File: config.mk
export PLATFORM = sky130hd
export DESIGN_NAME = perm_tag_dir
export DESIGN_NICKNAME = d
export VERILOG_FILES = /design/src/rtl/ptd_pkg.sv /design/src/rtl/ptd_ctrl.sv /design/src/rtl/ptd_datapath.sv /design/src/rtl/perm_tag_dir.sv
export SDC_FILE = /design/constraint.sdc
export NUM_CORES = 1
export LEC_CHECK = 0
export BUFFER_PORTS_ARGS = -buffer_cell sky130_fd_sc_hd__buf_2
export CORE_ASPECT_RATIO = 0.7
export CORE_MARGIN = 2
export CORE_UTILIZATION = 53
export CTS_CLUSTER_DIAMETER = 40
export DETAILED_ROUTE_END_ITERATION = 6
export PLACE_DENSITY = 0.7
export SYNTH_ARGS = -nofsm -noshare
export SYNTH_HDL_FRONTEND = slang
export SYNTH_SLANG_ARGS = --single-unit
File: constraint.sdc
create_clock -name clk -period 5.3 [get_ports clk]
set_input_delay 0.53 -clock clk [delete_from_list [all_inputs] [get_ports clk]]
set_output_delay 0.53 -clock clk [all_outputs]
set_load 0.005 [all_outputs]
File: src/rtl/ptd_pkg.sv
package ptd_pkg;

  typedef enum logic [2:0] {
    OP_ACCESS  = 3'd0,
    OP_PRESENT = 3'd1,
    OP_AVAIL   = 3'd2,
    OP_ALLOC   = 3'd3,
    OP_DEALLOC = 3'd4,
    OP_SETPERM = 3'd5,
    OP_PROBE   = 3'd6,
    OP_TOUCH   = 3'd7
  } op_e;

  typedef enum logic [1:0] {
    RQ_LOAD  = 2'd0,
    RQ_FETCH = 2'd1,
    RQ_STORE = 2'd2,
    RQ_RSVD  = 2'd3
  } req_e;

  localparam logic [1:0] PERM_NONE = 2'b00;
  localparam logic [1:0] PERM_INV  = 2'b01;
  localparam logic [1:0] PERM_RO   = 2'b10;
  localparam logic [1:0] PERM_RW   = 2'b11;

  // strobes from control to datapath
  typedef struct packed {
    logic fire;
    logic allocWr;
    logic clearWr;
    logic permWr;
    logic touchMatch;
    logic touchAlloc;
    logic selMatch;
    logic selFree;
    logic selVictim;
    logic hit;
    logic err;
  } strobe_t;

endpackage

File: src/rtl/ptd_ctrl.sv
module ptd_ctrl
  import ptd_pkg::*;
(
  input  logic       cmdValid,
  input  logic [2:0] cmdOp,
  input  logic [1:0] reqType,
  input  logic       anyMatch,
  input  logic       anyFree,
  input  logic       availFlag,
  input  logic [1:0] matchPerm,
  output strobe_t    strobe
);

  op_e  op;
  req_e rq;
  logic permOk;

  assign op = op_e'(cmdOp);
  assign rq = req_e'(reqType);

  always_comb begin
    permOk = (matchPerm == PERM_RW) ||
             ((matchPerm == PERM_RO) && ((rq == RQ_LOAD) || (rq == RQ_FETCH)));
  end

  always_comb begin
    strobe      = '0;
    strobe.fire = cmdValid;
    if (cmdValid) begin
      strobe.hit = anyMatch;
      unique case (op)
        OP_ACCESS: begin
          strobe.hit        = anyMatch && permOk;
          strobe.touchMatch = anyMatch;
          strobe.selMatch   = anyMatch;
        end
        OP_PRESENT: begin
          strobe.selMatch = anyMatch;
        end
        OP_AVAIL: begin
        end
        OP_ALLOC: begin
          if (anyMatch || !anyFree) begin
            strobe.err = 1'b1;
          end else begin
            strobe.allocWr    = 1'b1;
            strobe.touchAlloc = 1'b1;
            strobe.selFree    = 1'b1;
          end
        end
        OP_DEALLOC: begin
          if (!anyMatch) begin
            strobe.err = 1'b1;
          end else begin
            strobe.clearWr  = 1'b1;
            strobe.selMatch = 1'b1;
          end
        end
        OP_SETPERM: begin
          strobe.permWr   = anyMatch;
          strobe.selMatch = anyMatch;
        end
        OP_PROBE: begin
          strobe.err       = availFlag;
          strobe.selVictim = !availFlag;
        end
        OP_TOUCH: begin
          strobe.touchMatch = anyMatch;
          strobe.selMatch   = anyMatch;
        end
        default: begin
        end
      endcase
    end
  end

endmodule

File: src/rtl/ptd_datapath.sv
module ptd_datapath
  import ptd_pkg::*;
#(
  parameter int ADDR_W   = 16,
  parameter int OFFSET_W = 4,
  parameter int SETS     = 4,
  parameter int WAYS     = 4,
  localparam int SET_W   = $clog2(SETS),
  localparam int WAY_W   = $clog2(WAYS),
  localparam int TAG_W   = ADDR_W - OFFSET_W - SET_W
)(
  input  logic              clk,
  input  logic              rstN,
  input  logic [ADDR_W-1:0] reqAddr,
  input  logic [1:0]        newPerm,
  input  strobe_t           strobe,
  output logic              anyMatch,
  output logic              anyFree,
  output logic              availFlag,
  output logic [1:0]        matchPerm,
  output logic              rspValid,
  output logic              rspHit,
  output logic [WAY_W-1:0]  rspWay,
  output logic [1:0]        rspPerm,
  output logic              rspAvail,
  output logic [ADDR_W-1:0] rspVictim,
  output logic              rspErr
);

  localparam logic [WAY_W-1:0] OLDEST = WAY_W'(WAYS - 1);

  logic [TAG_W-1:0] tagArr  [SETS][WAYS];
  logic [1:0]       permArr [SETS][WAYS];
  logic [WAY_W-1:0] ageArr  [SETS][WAYS];

  logic [SET_W-1:0] setIdx;
  logic [TAG_W-1:0] reqTag;
  logic [WAYS-1:0]  tagEq, matchVec, freeVec, oldVec;
  logic [WAY_W-1:0] matchWay, freeWay, victimWay, touchWay, selWay;
  logic             doTouch, selAny;
  logic [1:0]       postPerm;
  logic [ADDR_W-1:0] victimAddr;

  assign setIdx = reqAddr[OFFSET_W +: SET_W];
  assign reqTag = reqAddr[ADDR_W-1 -: TAG_W];

  // per-way compare lanes
  for (genvar w = 0; w < WAYS; w++) begin : g_lane
    assign tagEq[w]    = (tagArr[setIdx][w] == reqTag);
    assign freeVec[w]  = (permArr[setIdx][w] == PERM_NONE);
    assign matchVec[w] = tagEq[w] && !freeVec[w];
    assign oldVec[w]   = (ageArr[setIdx][w] == OLDEST);
  end

  // lowest-index priority encoders
  always_comb begin
    matchWay  = '0;
    freeWay   = '0;
    victimWay = '0;
    for (int w = WAYS - 1; w >= 0; w--) begin
      if (matchVec[w]) matchWay  = WAY_W'(w);
      if (freeVec[w])  freeWay   = WAY_W'(w);
      if (oldVec[w])   victimWay = WAY_W'(w);
    end
  end

  assign anyMatch  = |matchVec;
  assign anyFree   = |freeVec;
  assign availFlag = (|tagEq) || anyFree;
  assign matchPerm = anyMatch ? permArr[setIdx][matchWay] : PERM_NONE;

  assign doTouch  = strobe.touchMatch || strobe.touchAlloc;
  assign touchWay = strobe.touchAlloc ? freeWay : matchWay;

  assign selAny = strobe.selMatch || strobe.selFree || strobe.selVictim;
  always_comb begin
    selWay = '0;
    if (strobe.selFree)        selWay = freeWay;
    else if (strobe.selVictim) selWay = victimWay;
    else if (strobe.selMatch)  selWay = matchWay;
  end

  always_comb begin
    if (!selAny)               postPerm = PERM_NONE;
    else if (strobe.allocWr)   postPerm = PERM_INV;
    else if (strobe.clearWr)   postPerm = PERM_NONE;
    else if (strobe.permWr)    postPerm = newPerm;
    else                       postPerm = permArr[setIdx][selWay];
  end

  assign victimAddr = {tagArr[setIdx][victimWay], setIdx, {OFFSET_W{1'b0}}};

  // state arrays
  always_ff @(posedge clk or negedge rstN) begin
    if (!rstN) begin
      for (int s = 0; s < SETS; s++) begin
        for (int w = 0; w < WAYS; w++) begin
          tagArr[s][w]  <= '0;
          permArr[s][w] <= PERM_NONE;
          ageArr[s][w]  <= WAY_W'(w);
        end
      end
    end else begin
      if (strobe.allocWr) begin
        tagArr[setIdx][freeWay]  <= reqTag;
        permArr[setIdx][freeWay] <= PERM_INV;
      end
      if (strobe.clearWr) begin
        tagArr[setIdx][matchWay]  <= '0;
        permArr[setIdx][matchWay] <= PERM_NONE;
      end
      if (strobe.permWr) begin
        permArr[setIdx][matchWay] <= newPerm;
      end
      if (doTouch) begin
        for (int w = 0; w < WAYS; w++) begin
          if (WAY_W'(w) == touchWay)
            ageArr[setIdx][w] <= '0;
          else if (ageArr[setIdx][w] < ageArr[setIdx][touchWay])
            ageArr[setIdx][w] <= ageArr[setIdx][w] + 1'b1;
        end
      end
    end
  end

  // response registers
  always_ff @(posedge clk or negedge rstN) begin
    if (!rstN) begin
      rspValid  <= 1'b0;
      rspHit    <= 1'b0;
      rspWay    <= '0;
      rspPerm   <= PERM_NONE;
      rspAvail  <= 1'b0;
      rspVictim <= '0;
      rspErr    <= 1'b0;
    end else begin
      rspValid <= strobe.fire;
      if (strobe.fire) begin
        rspHit    <= strobe.hit;
        rspWay    <= selAny ? selWay : '0;
        rspPerm   <= postPerm;
        rspAvail  <= availFlag;
        rspVictim <= strobe.selVictim ? victimAddr : '0;
        rspErr    <= strobe.err;
      end
    end
  end

endmodule

File: src/rtl/perm_tag_dir.sv
module perm_tag_dir
  import ptd_pkg::*;
#(
  parameter int ADDR_W      = 16,
  parameter int OFFSET_W    = 4,
  parameter int TOTAL_LINES = 16,
  parameter int WAYS        = 4,
  localparam int SETS       = TOTAL_LINES / WAYS,
  localparam int WAY_W      = $clog2(WAYS)
)(
  input  logic              clk,
  input  logic              rstN,
  input  logic              cmdValid,
  input  logic [2:0]        cmdOp,
  input  logic [1:0]        reqType,
  input  logic [ADDR_W-1:0] reqAddr,
  input  logic [1:0]        newPerm,
  output logic              rspValid,
  output logic              rspHit,
  output logic [WAY_W-1:0]  rspWay,
  output logic [1:0]        rspPerm,
  output logic              rspAvail,
  output logic [ADDR_W-1:0] rspVictim,
  output logic              rspErr
);

  strobe_t    strobe;
  logic       anyMatch, anyFree, availFlag;
  logic [1:0] matchPerm;

  ptd_ctrl u_ctrl (
    .cmdValid  (cmdValid),
    .cmdOp     (cmdOp),
    .reqType   (reqType),
    .anyMatch  (anyMatch),
    .anyFree   (anyFree),
    .availFlag (availFlag),
    .matchPerm (matchPerm),
    .strobe    (strobe)
  );

  ptd_datapath #(
    .ADDR_W   (ADDR_W),
    .OFFSET_W (OFFSET_W),
    .SETS     (SETS),
    .WAYS     (WAYS)
  ) u_dp (
    .clk       (clk),
    .rstN      (rstN),
    .reqAddr   (reqAddr),
    .newPerm   (newPerm),
    .strobe    (strobe),
    .anyMatch  (anyMatch),
    .anyFree   (anyFree),
    .availFlag (availFlag),
    .matchPerm (matchPerm),
    .rspValid  (rspValid),
    .rspHit    (rspHit),
    .rspWay    (rspWay),
    .rspPerm   (rspPerm),
    .rspAvail  (rspAvail),
    .rspVictim (rspVictim),
    .rspErr    (rspErr)
  );

endmodule

# After elaboration in Yosys (flattened, before gate mapping)
# Index checks and enable logic that the tools add are counted.
[op_classes] order_cmp=13 n_eq_ne=20 n_mux=103 n_reduce_logical=34 addsub=4 bitwise=21
[ops] cell="$mux W32" count=14
[ops] cell="$mux W160" count=2
[ops] cell="$and A160 B160 Y160" count=1
[ops] cell="$and A32 B32 Y32" count=5
[ops] cell="$bwmux W160" count=1
[ops] cell="$bwmux W32" count=5
[ops] cell="$demux W40 S2" count=2
[ops] cell="$mux W40" count=4
[ops] cell="$not A160 Y160" count=1
[ops] cell="$not A32 Y32" count=5
[ops] cell="$demux W8 S2" count=6
[ops] cell="$bmux W40 S2" count=1
[ops] cell="$mux W2" count=31
[ops] cell="$mux W8" count=7
[ops] cell="$mux W10" count=5
[ops] cell="$demux W10 S2" count=2
[ops] cell="$eq A10 B10 Y1" count=4
[ops] cell="$bmux W8 S2" count=2
[ops] cell="$bmux W10 S2" count=1
[ops] cell="$ge A3 B3 Y1 const B" count=6
[ops] cell="$not A2 Y3" count=6
[ops] cell="$and A16 B16 Y16" count=1
[ops] cell="$mux W16" count=1
[ops] cell="$not A16 Y16" count=1
[ops] cell="other kinds (25)" count=81
[totals] regBits=248 input_bits=26 elab_cells=250 output_inout_bits=24

# Logic depth before layout (Yosys ltp)
# Gate-level depths: netlist of run 1.
[depth] word_depth=42 depth_mapped=18 ltp_nobuf=13

# Hierarchy
# A second synthesis of run 1 with hierarchy kept.
[hier_totals] hier_cells=1336 area_unflattened_um2=13770.7
[modules_own_cells] module="ptd_datapath" area_each_um2=13594.3 seq_area_each_um2=6125.9 cells_per_inst=1309 instances=1
[modules_own_cells] module="ptd_ctrl" area_each_um2=176.4 seq_area_each_um2=0.0 cells_per_inst=27 instances=1

# Least setup slack after synthesis of run 1
# Ideal clock, no wire load.
[synth_path] path_kind="input -> register" from="in reqAddr[4]" to="reg u_dp.rspPerm[0]" setup_time_ns=0.137 path_stages=13 arrival_time_ns=3.617 setup_slack_ns=1.547 n_path_buf=3 required_ns=5.163 path_cell_list="buf_6 buf_6 mux4_2 xnor2_1 nand4_2 nor4_4 nor4_2 buf_2 and3_4 o31ai_4 mux2_1 o21bai_1 o211ai_2"
[synth_via] elab_chain_cells=22 word_cells_on_any_way=70 classes_between="eq/ne (8); mux (39); bitwise (2); reduce/logical (21)"
[synth_rtl] element="from (decl)" line_no="perm_tag_dir.sv:16" rtl="input logic [ADDR_W-1:0] reqAddr,"
[synth_rtl] element="$not A2 Y3 (not written as such) (*)"
[synth_rtl] element="branches (longest 20 deep; another with $bmux W40 S2)"
[synth_rtl] element="$mux W2 (*)" line_no="ptd_datapath.sv:84" rtl="if (!selAny) postPerm = PERM_NONE;"
[synth_rtl] element="to (signal assigned)" line_no="ptd_datapath.sv:141" rtl="rspPerm <= postPerm;"
[synth_rtl] element="to (decl)" line_no="ptd_datapath.sv:24" rtl="output logic [1:0] rspPerm,"
# Every way passes the cells marked *. The select of a mux whose other input is x is not followed.
# A chain may end at the register's enable or synchronous reset.

# Worst setup path in the final report of run 1
[layout_path] from="in reqAddr[4]" to="reg u_dp.ageArr[4] (netlist bit)"
[layout_via] elab_chain_cells=32 word_cells_on_any_way=91 classes_between="add/sub (4); order compare (6); eq/ne (7); mux (45); bitwise (10); reduce/logical (19)"
[layout_rtl] element="$not A2 Y3 (not written as such) (*)"
[layout_rtl] element="branches (longest 31 deep; another with $bmux W40 S2)"
[layout_rtl] element="to (signal, indexed assignment)" line_no="ptd_datapath.sv:100" rtl="ageArr[s][w] <= WAY_W'(w);"
[layout_rtl] element="to (signal, indexed assignment)" line_no="ptd_datapath.sv:120" rtl="ageArr[setIdx][w] <= ageArr[setIdx][w] + 1'b1;"
[layout_rtl] element="to (decl)" line_no="ptd_datapath.sv:34" rtl="logic [WAY_W-1:0] ageArr [SETS][WAYS];"
# Marks and branches as above.

==> qor.yml, run 1 <==
outcome:
  status: "completed"
grt:
  grt.overflow.total: 0
  grt_pass1_vias: 11073
  grt_max_degree: 137
  grt_pass1_wl_mm: 64.8
  antenna_found_initial: 0
  grtUsageTotal_pct: 30.8
clock_tree:
  holdBufCountCts: 0
  cts_sinks: 244
  post_cts_resized: 0
  cts_root_buf: "clkbuf_16"
  cts-buffers-inserted: 30
  post_cts_buffers: 0
  tritoncts: "done"
  worstSkewPairLatency_ns: 0.56
  h-tree-depth: 1
  clk_pin_slew_ns: 0.06
  clockBufferDepth: 3
min_path:
  worst_hold_path_type: "input port to async pin"
pwr:
  p_int_w: 0.00363
  clockPowerShare_pct: 44.2
  powerDensity_nw_per_um2: 321
  p_sw_share_pct: 26.9
  p_seq_share_pct: 42.1
  switching_power_w: 0.00134
  p_comb_share_pct: 13.7
  p_leak_nw: 7.10
  ir_drop_v: 0.000454
timing:
  setup_violations: 0
  setup-tns-final_ns: 0
  finClkSkew_ns: 0.0107
  fin_crit_ns: 4.33
  fin_crit_sh_pct: 81.7
  rsz0062_at_grt: "no"
  slew_viol_final: 0
  fmax_mhz: 231
  hold_violations: 0
  tightest_slew_ns: 1.14
  timing.hold.ws_ns: 0.0162
  relSlewSlack_pct: 23.6
layout:
  area_growth_pct: 13.2
  n_antenna_cell: 0
  nNetsFinal: 1440
  drive_gt1_share_pct: 20.2
critical_path:
  cp.required_ns: 5.81
  cp_cell_sequence: "buf_4 > buf_4 > mux4_2 > xnor2_1 > nand4_2 > nor4_4 > nor4_2 > a22oi_4 > and3_1 > nand2_1 > a2111oi_0 > mux2_1"
  reg2reg_to: "u_dp.ageArr[4]"
  r2r_cells: 10
  r2r_setup_slack_ns: 1.27
  max_stage_delay_ns: 0.54
  r2r_start: "u_dp.tagArr[71]"
  crit_slowest_cell: "mux4_2"
  start_kind: "input port"
  arrival_ns: 4.84
  crit_end: "u_dp.ageArr[4]"
  critPathCaptureType: "flop"
  worstSetupStartpoint: "reqAddr[4]"
  crit_fanout: 25
  worstSetupPathType: "input port to flop"
  crit_top_cell: "buf_4"
floorplanning:
  initial_utilization_pct: 53.7
  io_pins: 50
  rows: 49
  core_um2: 25500
  die_w_um: 196
  die_y_um: 138
  die_area_um2: 27100
routing:
  route.detailed.drc: 0
  vias: 11413
  vias_per_cell: 6.47
  wl_per_cell_um: 23.4
  firstDrtPassIters: 6
  drt_wl_total_mm: 41.2
  antenna_left: 0
  initialDrtViolationCount: 1273
placed_design:
  post-dp-hpwl_mm: 28.3
  port_buffers: 40
  gp_congestion: 0.985
yosys:
  synth_most_common_cell: "nand2_1"
  ys_seq_area_share_pct: 44.8
  synth-main-ff-cell: "dfrtp_1"
  synth_seq_cells: 244
  yosys.area.top_type: "dfrtp_1"
  yosysWarnings: 0
  netlist_area_um2: 13700
  synth_top_area_share_pct: 41.7
  synthTopCellsByArea: "dfrtp_1, mux4_2, nand2_1, mux2i_1, a21oi_1"
  synth_area_per_cell_um2: 10.0
  synth_edf_count: 0
  synthArstFlopShare_pct: 100
  synth_common_cells: "nand2_1, dfrtp_1, a21oi_1"
  synthCells: 1364
  synthDistinctLibCells: 87
flow_run:
  drv_cap: 0
## power by group through the flow
stage | sequential (W) | combinational [W] | clock, W
finish | 0.00209 | 0.000681 | 0.00220
global route | 0.00210 | 0.000738 | 0.00230
CTS | 0.00209 | 0.000675 | 0.00222
detailed placement | 0.00212 | 0.000672 | 0
global placement | 0.00211 | 0.000657 | 0
floorplan | 0.00209 | 0.000476 | 0
## layer usage
layer  vias to the layer above  track usage [%]  wire length [um]
li1                       5028                -                 -
met3                        74             7.49              4570
met5                         -                0                 0
met4                         0             7.42               912
met1                      5687             46.6             17900
met2                       624             44.7             17800
## critical path, delay by kind of cell
kind	cells	cell delay [ns]
simple gates	5	1.61
xor+xnor	1	0.30
buf+inv	2	0.80
compound gates	2	0.82
mux	2	0.75
## logic make-up (layout without fill, tap and decap cells)
kind of cell	count (synthesis)	after routing	synth area share [%]
adder cells (fa/ha/maj)	5	5	0.448
XOR/XNOR	40	40	2.67
flip-flops	244	244	44.8
multiplexers	146	146	15.8
AND/OR/NAND/NOR	523	523	18.4
other	1	4	0.0274
buffers and inverters	113	179	3.81
AO/OA/AOI/OAI	292	292	14.1
## area by class of cell
class	count	area, um2
inverters	24	90.1
flip-flops and latches	244	6130
clock inverters	18	246
multi-input cells	1010	7070
fillers	2103	10000
well taps	331	414
repair buffers	100	713
clock buffers	37	828
## sequential cells by signal, summed over array words and instances (netlist names)
| register | flops |
|---|---|
| u_dp.ageArr | 32 |
| u_dp.permArr | 32 |
| u_dp.rspAvail | 1 |
| u_dp.rspErr | 1 |
| u_dp.rspHit | 1 |
| u_dp.rspPerm | 2 |
| u_dp.rspValid | 1 |
| u_dp.rspVictim | 12 |
| u_dp.rspWay | 2 |
| u_dp.tagArr | 160 |
## cells in the final DEF, fill, tap and decap left out, types with 5 or more instances in the layout
cell,synthesis,layout
or4_1,5,5
clkbuf_16,0,31
mux4_2,55,55
mux2i_1,86,86
dfrtp_1,228,228
buf_4,8,57
nor2_2,3,7
a31oi_1,5,5
nand2_1,232,232
nand4_1,16,16
nor3_1,17,15
o21ai_1,5,5
o2bb2ai_1,17,17
xnor2_1,37,37
bufinv_16,0,5
nand2b_1,5,5
and3_1,5,5
nor4_1,8,8
buf_2,15,38
a21oi_1,119,119
a32o_1,23,23
nand3_1,69,69
o21ai_0,54,54
clkinvlp_4,0,5
nor2_1,114,110
nor4_2,9,9
o22ai_1,9,9
a21o_1,11,11
o221ai_1,5,5
dfstp_2,16,16
inv_1,21,21
## stage by stage
stage          instances  utilization (%)  setup slack [ns]  cell area [um2]  total power, W
6_report            1764             60.7             0.972            15500         0.00497
5_1_grt             1764             60.7             0.695            15500         0.00514
4_1_cts             1764             60.7              1.07            15500         0.00499
3_5_place_dp        1709             56.5             0.474            14400         0.00279
3_3_place_gp        1709             56.5             0.543            14400         0.00277
2_1_floorplan       1367                -              1.55            13700         0.00256
## worst min path at each step
| stage | cells past startpoint | to | slack [ns] |
|---|---|---|---|
| finish | 1 | u_dp.tagArr[98] | 0.02 |
| global placement | 1 | u_dp.rspWay[1] | 0.46 |
| CTS | 1 | u_dp.tagArr[134] | 0.06 |
| global route | 1 | u_dp.tagArr[134] | 0.08 |
| floorplan | 0 | u_dp.ageArr[10] | 0.23 |
| detailed placement | 1 | u_dp.rspVictim[15] | 0.47 |
No activity file was read; power rests on OpenSTA's default activity.
==> inputs of run 2 (changes only) <==
Settings changed: PLACE_DENSITY 0.7 to 0.73.
Clock period 5.3 ns to 3.81 ns, I/O delays scaled along.
==> run 2 against run 1 <==
Critical endpoint is now u_dp.tagArr[65]. Non-clock buffer count is 133 higher. Core utilization is 4.5 points higher. Global-route usage is 1.6 points higher. Setup slack worse by 0.72 ns. Total power is 42% higher. Critical path type is now flop to flop. Via count is 4.3% higher. Sequential cell count stayed put. Sequential power is 39% higher.
==> qor.yml, run 2 (same netlist as run 1, synthesis figures left out) <==
outcome:
  status: "completed"
routing:
  initialDrtViolationCount: 1386
  route.detailed.drc: 0
  antenna_left: 0
  firstDrtPassIters: 6
  vias: 11902
  vias_per_cell: 6.28
  wl_per_cell_um: 22.7
  drt_wl_total_mm: 43.0
critical_path:
  worstSetupPathType: "flop to flop"
  critPathCaptureType: "flop"
  cp_cell_sequence: "mux4_2 > xnor2_1 > nand4_1 > nor4_4 > buf_4 > or4_1 > nor3_2 > buf_4 > nand2_1 > nand2_1 > a21oi_1"
  cp.required_ns: 4.25
  crit_buf_inv: 2
  arrival_ns: 4.00
  crit_slowest_cell: "or4_1"
  max_stage_delay_ns: 0.63
  start_kind: "flop"
  crit_family: "simple AND/OR/NAND/NOR gates"
  crit_fanout: 13
timing:
  fin_crit_sh_pct: 93.4
  hold_violations: 0
  relSlewSlack_pct: 39.8
  finClkSkew_ns: 0.0182
  slew_viol_final: 0
  fmax_mhz: 281
  setup_slack_ns: 0.252
  rsz0062_at_grt: "no"
  tightest_slew_ns: 0.900
  fin_crit_ns: 3.56
  timing.hold.ws_ns: 0.0863
  setup_violations: 0
layout:
  mostFrequentLayoutCell: "nand2_1"
  nNetsFinal: 1572
  n_antenna_cell: 0
  area_growth_pct: 21.5
  reg_top3: "u_dp.tagArr x160, u_dp.ageArr x32, u_dp.permArr x32"
  drive_gt1_share_pct: 26.6
  final_util_pct: 65.2
  fin_cells: 1895
  final_cell_mix: "nand2_1, dfrtp_1, buf_4"
  regMostFlops: "u_dp.tagArr"
  largest_reg_flops: 160
floorplanning:
  core_um2: 25500
  io_pins: 50
  die_area_um2: 27100
  die_y_um: 138
  rows: 49
  initial_utilization_pct: 53.7
  die_w_um: 196
clock_tree:
  clk_pin_slew_ns: 0.06
  post_cts_buffers: 0
  cts-buffers-inserted: 29
  cts_sinks: 244
  tritoncts: "done"
  worstSkewPairLatency_ns: 0.56
  clockBufferDepth: 3
  h-tree-depth: 1
  cts_root_buf: "clkbuf_16"
grt:
  grt.overflow.total: 0
  grt_pass1_vias: 11794
  antenna_found_initial: 0
  grtUsageTotal_pct: 32.4
  grt_max_degree: 108
  grt_pass1_wl_mm: 68.1
pwr:
  ir_drop_v: 0.000367
  p_seq_share_pct: 41.2
  switching_power_w: 0.00187
  clockPowerShare_pct: 43.7
  p_sw_share_pct: 26.4
  powerDensity_nw_per_um2: 424
  p_comb_share_pct: 15.1
  p_int_w: 0.00519
  p_leak_nw: 7.81
placed_design:
  gp_congestion: 0.965
  placed_cells: 1841
  post-dp-hpwl_mm: 30.8
  pre_cts_slack_ns: -0.187
  port_buffers: 40
min_path:
  worst_hold_path_type: "input port to flop"
flow_run:
  drv_cap: 0
[run 2: changes by cell type in the layout (fill, tap and decap cells not counted), sizes merged]
cell / previous run / this run
buf: 100 / 232
clkinv: 9 / 4
clkinvlp: 5 / 1
inv: 23 / 26
bufinv: 5 / 7
clkbuf: 37 / 39
dlygate4sd3: 0 / 1
[run 2: cell type report]
cell class | instances | area [um2]
Sequential cell | 244 | 6130
Timing Repair Buffer | 233 | 1860
Multi-Input combinational cell | 1010 | 7080
Clock inverter | 14 | 269
Fill cell | 2026 | 8870
Inverter | 24 | 90.1
Tap cell | 331 | 414
Clock buffer | 39 | 793
[run 2: final timing paths]
kind | startpoint | to | slack, ns | cells past startpoint
worst max-delay path | u_dp.tagArr[5] | u_dp.tagArr[65] | 0.25 | 11
worst min-delay path | newPerm[1] | u_dp.permArr[31] | 0.09 | 3
worst max register to register | u_dp.tagArr[5] | u_dp.tagArr[65] | 0.25 | 11
worst min register to register | u_dp.rspHit | u_dp.rspHit | 0.48 | 1
max in group asynchronous | rstN | u_dp.tagArr[101] | 2.41 | 3
min in group asynchronous | rstN | u_dp.tagArr[130] | 0.45 | 2
[run 2: power groups by stage]
stage | clock network [W] | registers [W] | logic [W]
final | 0.00308 | 0.00291 | 0.00106
after global routing | 0.00324 | 0.00293 | 0.00115
after CTS | 0.00312 | 0.00290 | 0.00105
after detailed placement | 0 | 0.00295 | 0.00104
after global placement | 0 | 0.00293 | 0.00101
after floorplan | 0 | 0.00290 | 0.000663
[run 2: stage by stage]
step	cell area [um2]	setup TNS [ns]	total power (W)
final	16600	0	0.00706
after global routing	16600	0	0.00732
after CTS	16600	0	0.00708
after detailed placement	15600	-11.91	0.00399
after global placement	15600	-3.31	0.00395
after floorplan	13700	0	0.00357
[run 2: repair_timing]
action / 4_1_cts / 5_1_grt
gates resized for setup: 0 / 2
hold buffers: 1 / 0
hold endpoints to repair: 105 / 0
setup endpoints to repair: 0 / 13
[run 2: worst register-to-register path, cell delays in order (launching register included)]
cell	delay (ns)
dfrtp_1	0.39
mux4_2	0.57
xnor2_1	0.18
nand4_1	0.19
nor4_4	0.08
buf_4	0.16
or4_1	0.63
nor3_2	0.37
buf_4	0.27
nand2_1	0.31
nand2_1	0.20
a21oi_1	0.09
[run 2: layer usage]
metal,vias up,global-route usage [%],wire length [um]
met5,-,0,0
met4,0,8.01,1060
met3,81,9.29,4850
met2,642,47.6,18700
met1,5895,47.5,18300
li1,5284,-,-
==> inputs of run 3 (changes only) <==
Settings changed: CORE_UTILIZATION 53 to 50, PLACE_DENSITY 0.73 to 0.76.
==> run 3 against run 2 <==
Clock-buffer cell count is 4 lower. First-iteration DRC count is 2.3% lower. Clock power is 7.5% lower. Sequential cell count stayed put. Fmax is 1.4% lower. Die area is 5.9% higher. Clock skew is 0.0045 ns higher. Critical path depth stayed put. Final area is 2.9% higher. Total power is 2.3% lower. Sequential share of layout area is 1.0 points lower. Combinational power is 7% higher. Largest cell class unchanged.
==> qor.yml, run 3 (same netlist as run 1, synthesis figures left out) <==
placed_design:
  port_buffers: 40
  placed_cells: 1936
  gp_congestion: 0.982
  post-dp-hpwl_mm: 31.5
clock_tree:
  worstSkewPairLatency_ns: 0.58
  cts_root_buf: "clkbuf_16"
  cts-buffers-inserted: 29
  cts_sinks: 244
  tritoncts: "done"
  clockBufferDepth: 3
  h-tree-depth: 1
  post_cts_resized: 0
  post_cts_buffers: 0
  clk_pin_slew_ns: 0.06
critical_path:
  cp.required_ns: 4.26
  crit_end: "u_dp.rspPerm[0]"
  worstSetupPathType: "flop to flop"
  worstSetupStartpoint: "u_dp.tagArr[6]"
  reg2reg_to: "u_dp.rspPerm[0]"
  crit_slowest_cell: "mux4_2"
  max_stage_delay_ns: 0.56
  crit_fanout: 5
  crit_cells: 11
  critPathCaptureType: "flop"
  cp_cell_sequence: "mux4_2 > xnor2_1 > nand4_1 > nor4_4 > buf_4 > a21oi_1 > nor3b_1 > o31ai_4 > mux2_1 > o21bai_1 > o211ai_2"
  r2r_setup_slack_ns: 0.20
  r2r_cells: 11
  crit_family: "simple AND/OR/NAND/NOR gates"
  start_kind: "flop"
  crit_buf_inv: 1
  arrival_ns: 4.06
  r2r_start: "u_dp.tagArr[6]"
grt:
  grt_pass1_vias: 12379
  grt_pass1_wl_mm: 69.1
  grt_max_degree: 111
  grt.overflow.total: 0
  grtUsageTotal_pct: 30.9
  antenna_found_initial: 1
timing:
  fin_crit_ns: 3.61
  rsz0062_at_grt: "no"
  setup_violations: 0
  hold_violations: 0
  fin_crit_sh_pct: 94.7
  slew_viol_final: 0
  finClkSkew_ns: 0.0227
  relSlewSlack_pct: 40.3
  fmax_mhz: 277
  tightest_slew_ns: 0.896
pwr:
  powerDensity_nw_per_um2: 403
  p_int_w: 0.00493
  ir_drop_v: 0.000385
  p_leak_nw: 8.10
  p_sw_share_pct: 28.5
  p_seq_share_pct: 42.2
  switching_power_w: 0.00196
  clockPowerShare_pct: 41.3
  p_comb_share_pct: 16.4
  p_total_w: 0.00690
routing:
  antenna_left: 0
  initialDrtViolationCount: 1354
  top_layer: "met4"
  firstDrtPassIters: 6
  route.detailed.drc: 0
  dr_wl_met2_mm: 19.4
  wl_met1_mm: 17.9
  vias: 12360
  wl_met3_mm: 4.81
  drt_wl_total_mm: 43.7
  vias_per_cell: 6.21
  wl_per_cell_um: 21.9
layout:
  final_cell_mix: "buf_4, nand2_1, dfrtp_1"
  reg_top3: "u_dp.tagArr x160, u_dp.ageArr x32, u_dp.permArr x32"
  area_growth_pct: 25.1
  drive_gt1_share_pct: 29.6
  n_antenna_cell: 0
  nNetsFinal: 1634
  fin_cells: 1991
  regMostFlops: "u_dp.tagArr"
  largest_reg_flops: 160
  mostFrequentLayoutCell: "buf_4"
  final_util_pct: 63.8
floorplanning:
  rows: 50
  initial_utilization_pct: 51.0
  die_area_um2: 28700
  die_y_um: 142
  io_pins: 50
  die_w_um: 202
  core_um2: 26800
min_path:
  worst_hold_path_type: "input port to flop"
  timing.hold.worst.start: "cmdValid"
  whs_path_depth: 1
outcome:
  status: "completed"
flow_run:
  drv_cap: 0
## run 3: worst min path at each step
stage / end / slack [ns]
after floorplan: u_dp.ageArr[10] / 0.09
after global placement: u_dp.rspWay[1] / 0.46
after detailed placement: u_dp.rspVictim[15] / 0.46
after CTS: u_dp.rspValid / 0.004
after global routing: u_dp.rspValid / 0.008
final: u_dp.rspValid / 0.02
## run 3: layout make-up
class / instances / area (um2)
Clock buffer: 35 / 778
Clock inverter: 19 / 209
Fill cell: 2089 / 9720
Inverter: 24 / 90.1
Multi-Input combinational cell: 1010 / 7070
Sequential cell: 244 / 6130
Tap cell: 364 / 455
Timing Repair Buffer: 295 / 2390
## run 3: repair_timing
item	CTS	global route
endpoints found under the setup margin	0	0
endpoints found under the hold margin	106	0
hold buffers	1	0
## run 3: power groups by stage
stage,Clock [W],Combinational [W],Sequential [W]
floorplan,0,0.000663,0.00290
global placement,0,0.00108,0.00294
detailed placement,0,0.00111,0.00295
CTS,0.00288,0.00112,0.00290
global route,0.00298,0.00122,0.00292
finish,0.00285,0.00113,0.00291
## run 3: metrics by stage
stage	TNS [ns]	cell area (um2)	setup WS (ns)	hold WS, ns
3_5_place_dp	-4.54	16100	-0.147	0.465
5_1_grt	0	17100	0.0213	0.00838
4_1_cts	0	17100	0.293	0.00440
2_1_floorplan	0	13700	0.206	0.0854
3_3_place_gp	-1.39	16100	-0.0759	0.462
6_report	0	17100	0.202	0.0239
## run 3: metal layers
metal,vias up,global-route usage (%)
li1,5406,-
met2,730,47.6
met3,136,7.03
met1,6088,43.4
met5,-,0
met4,0,10.8
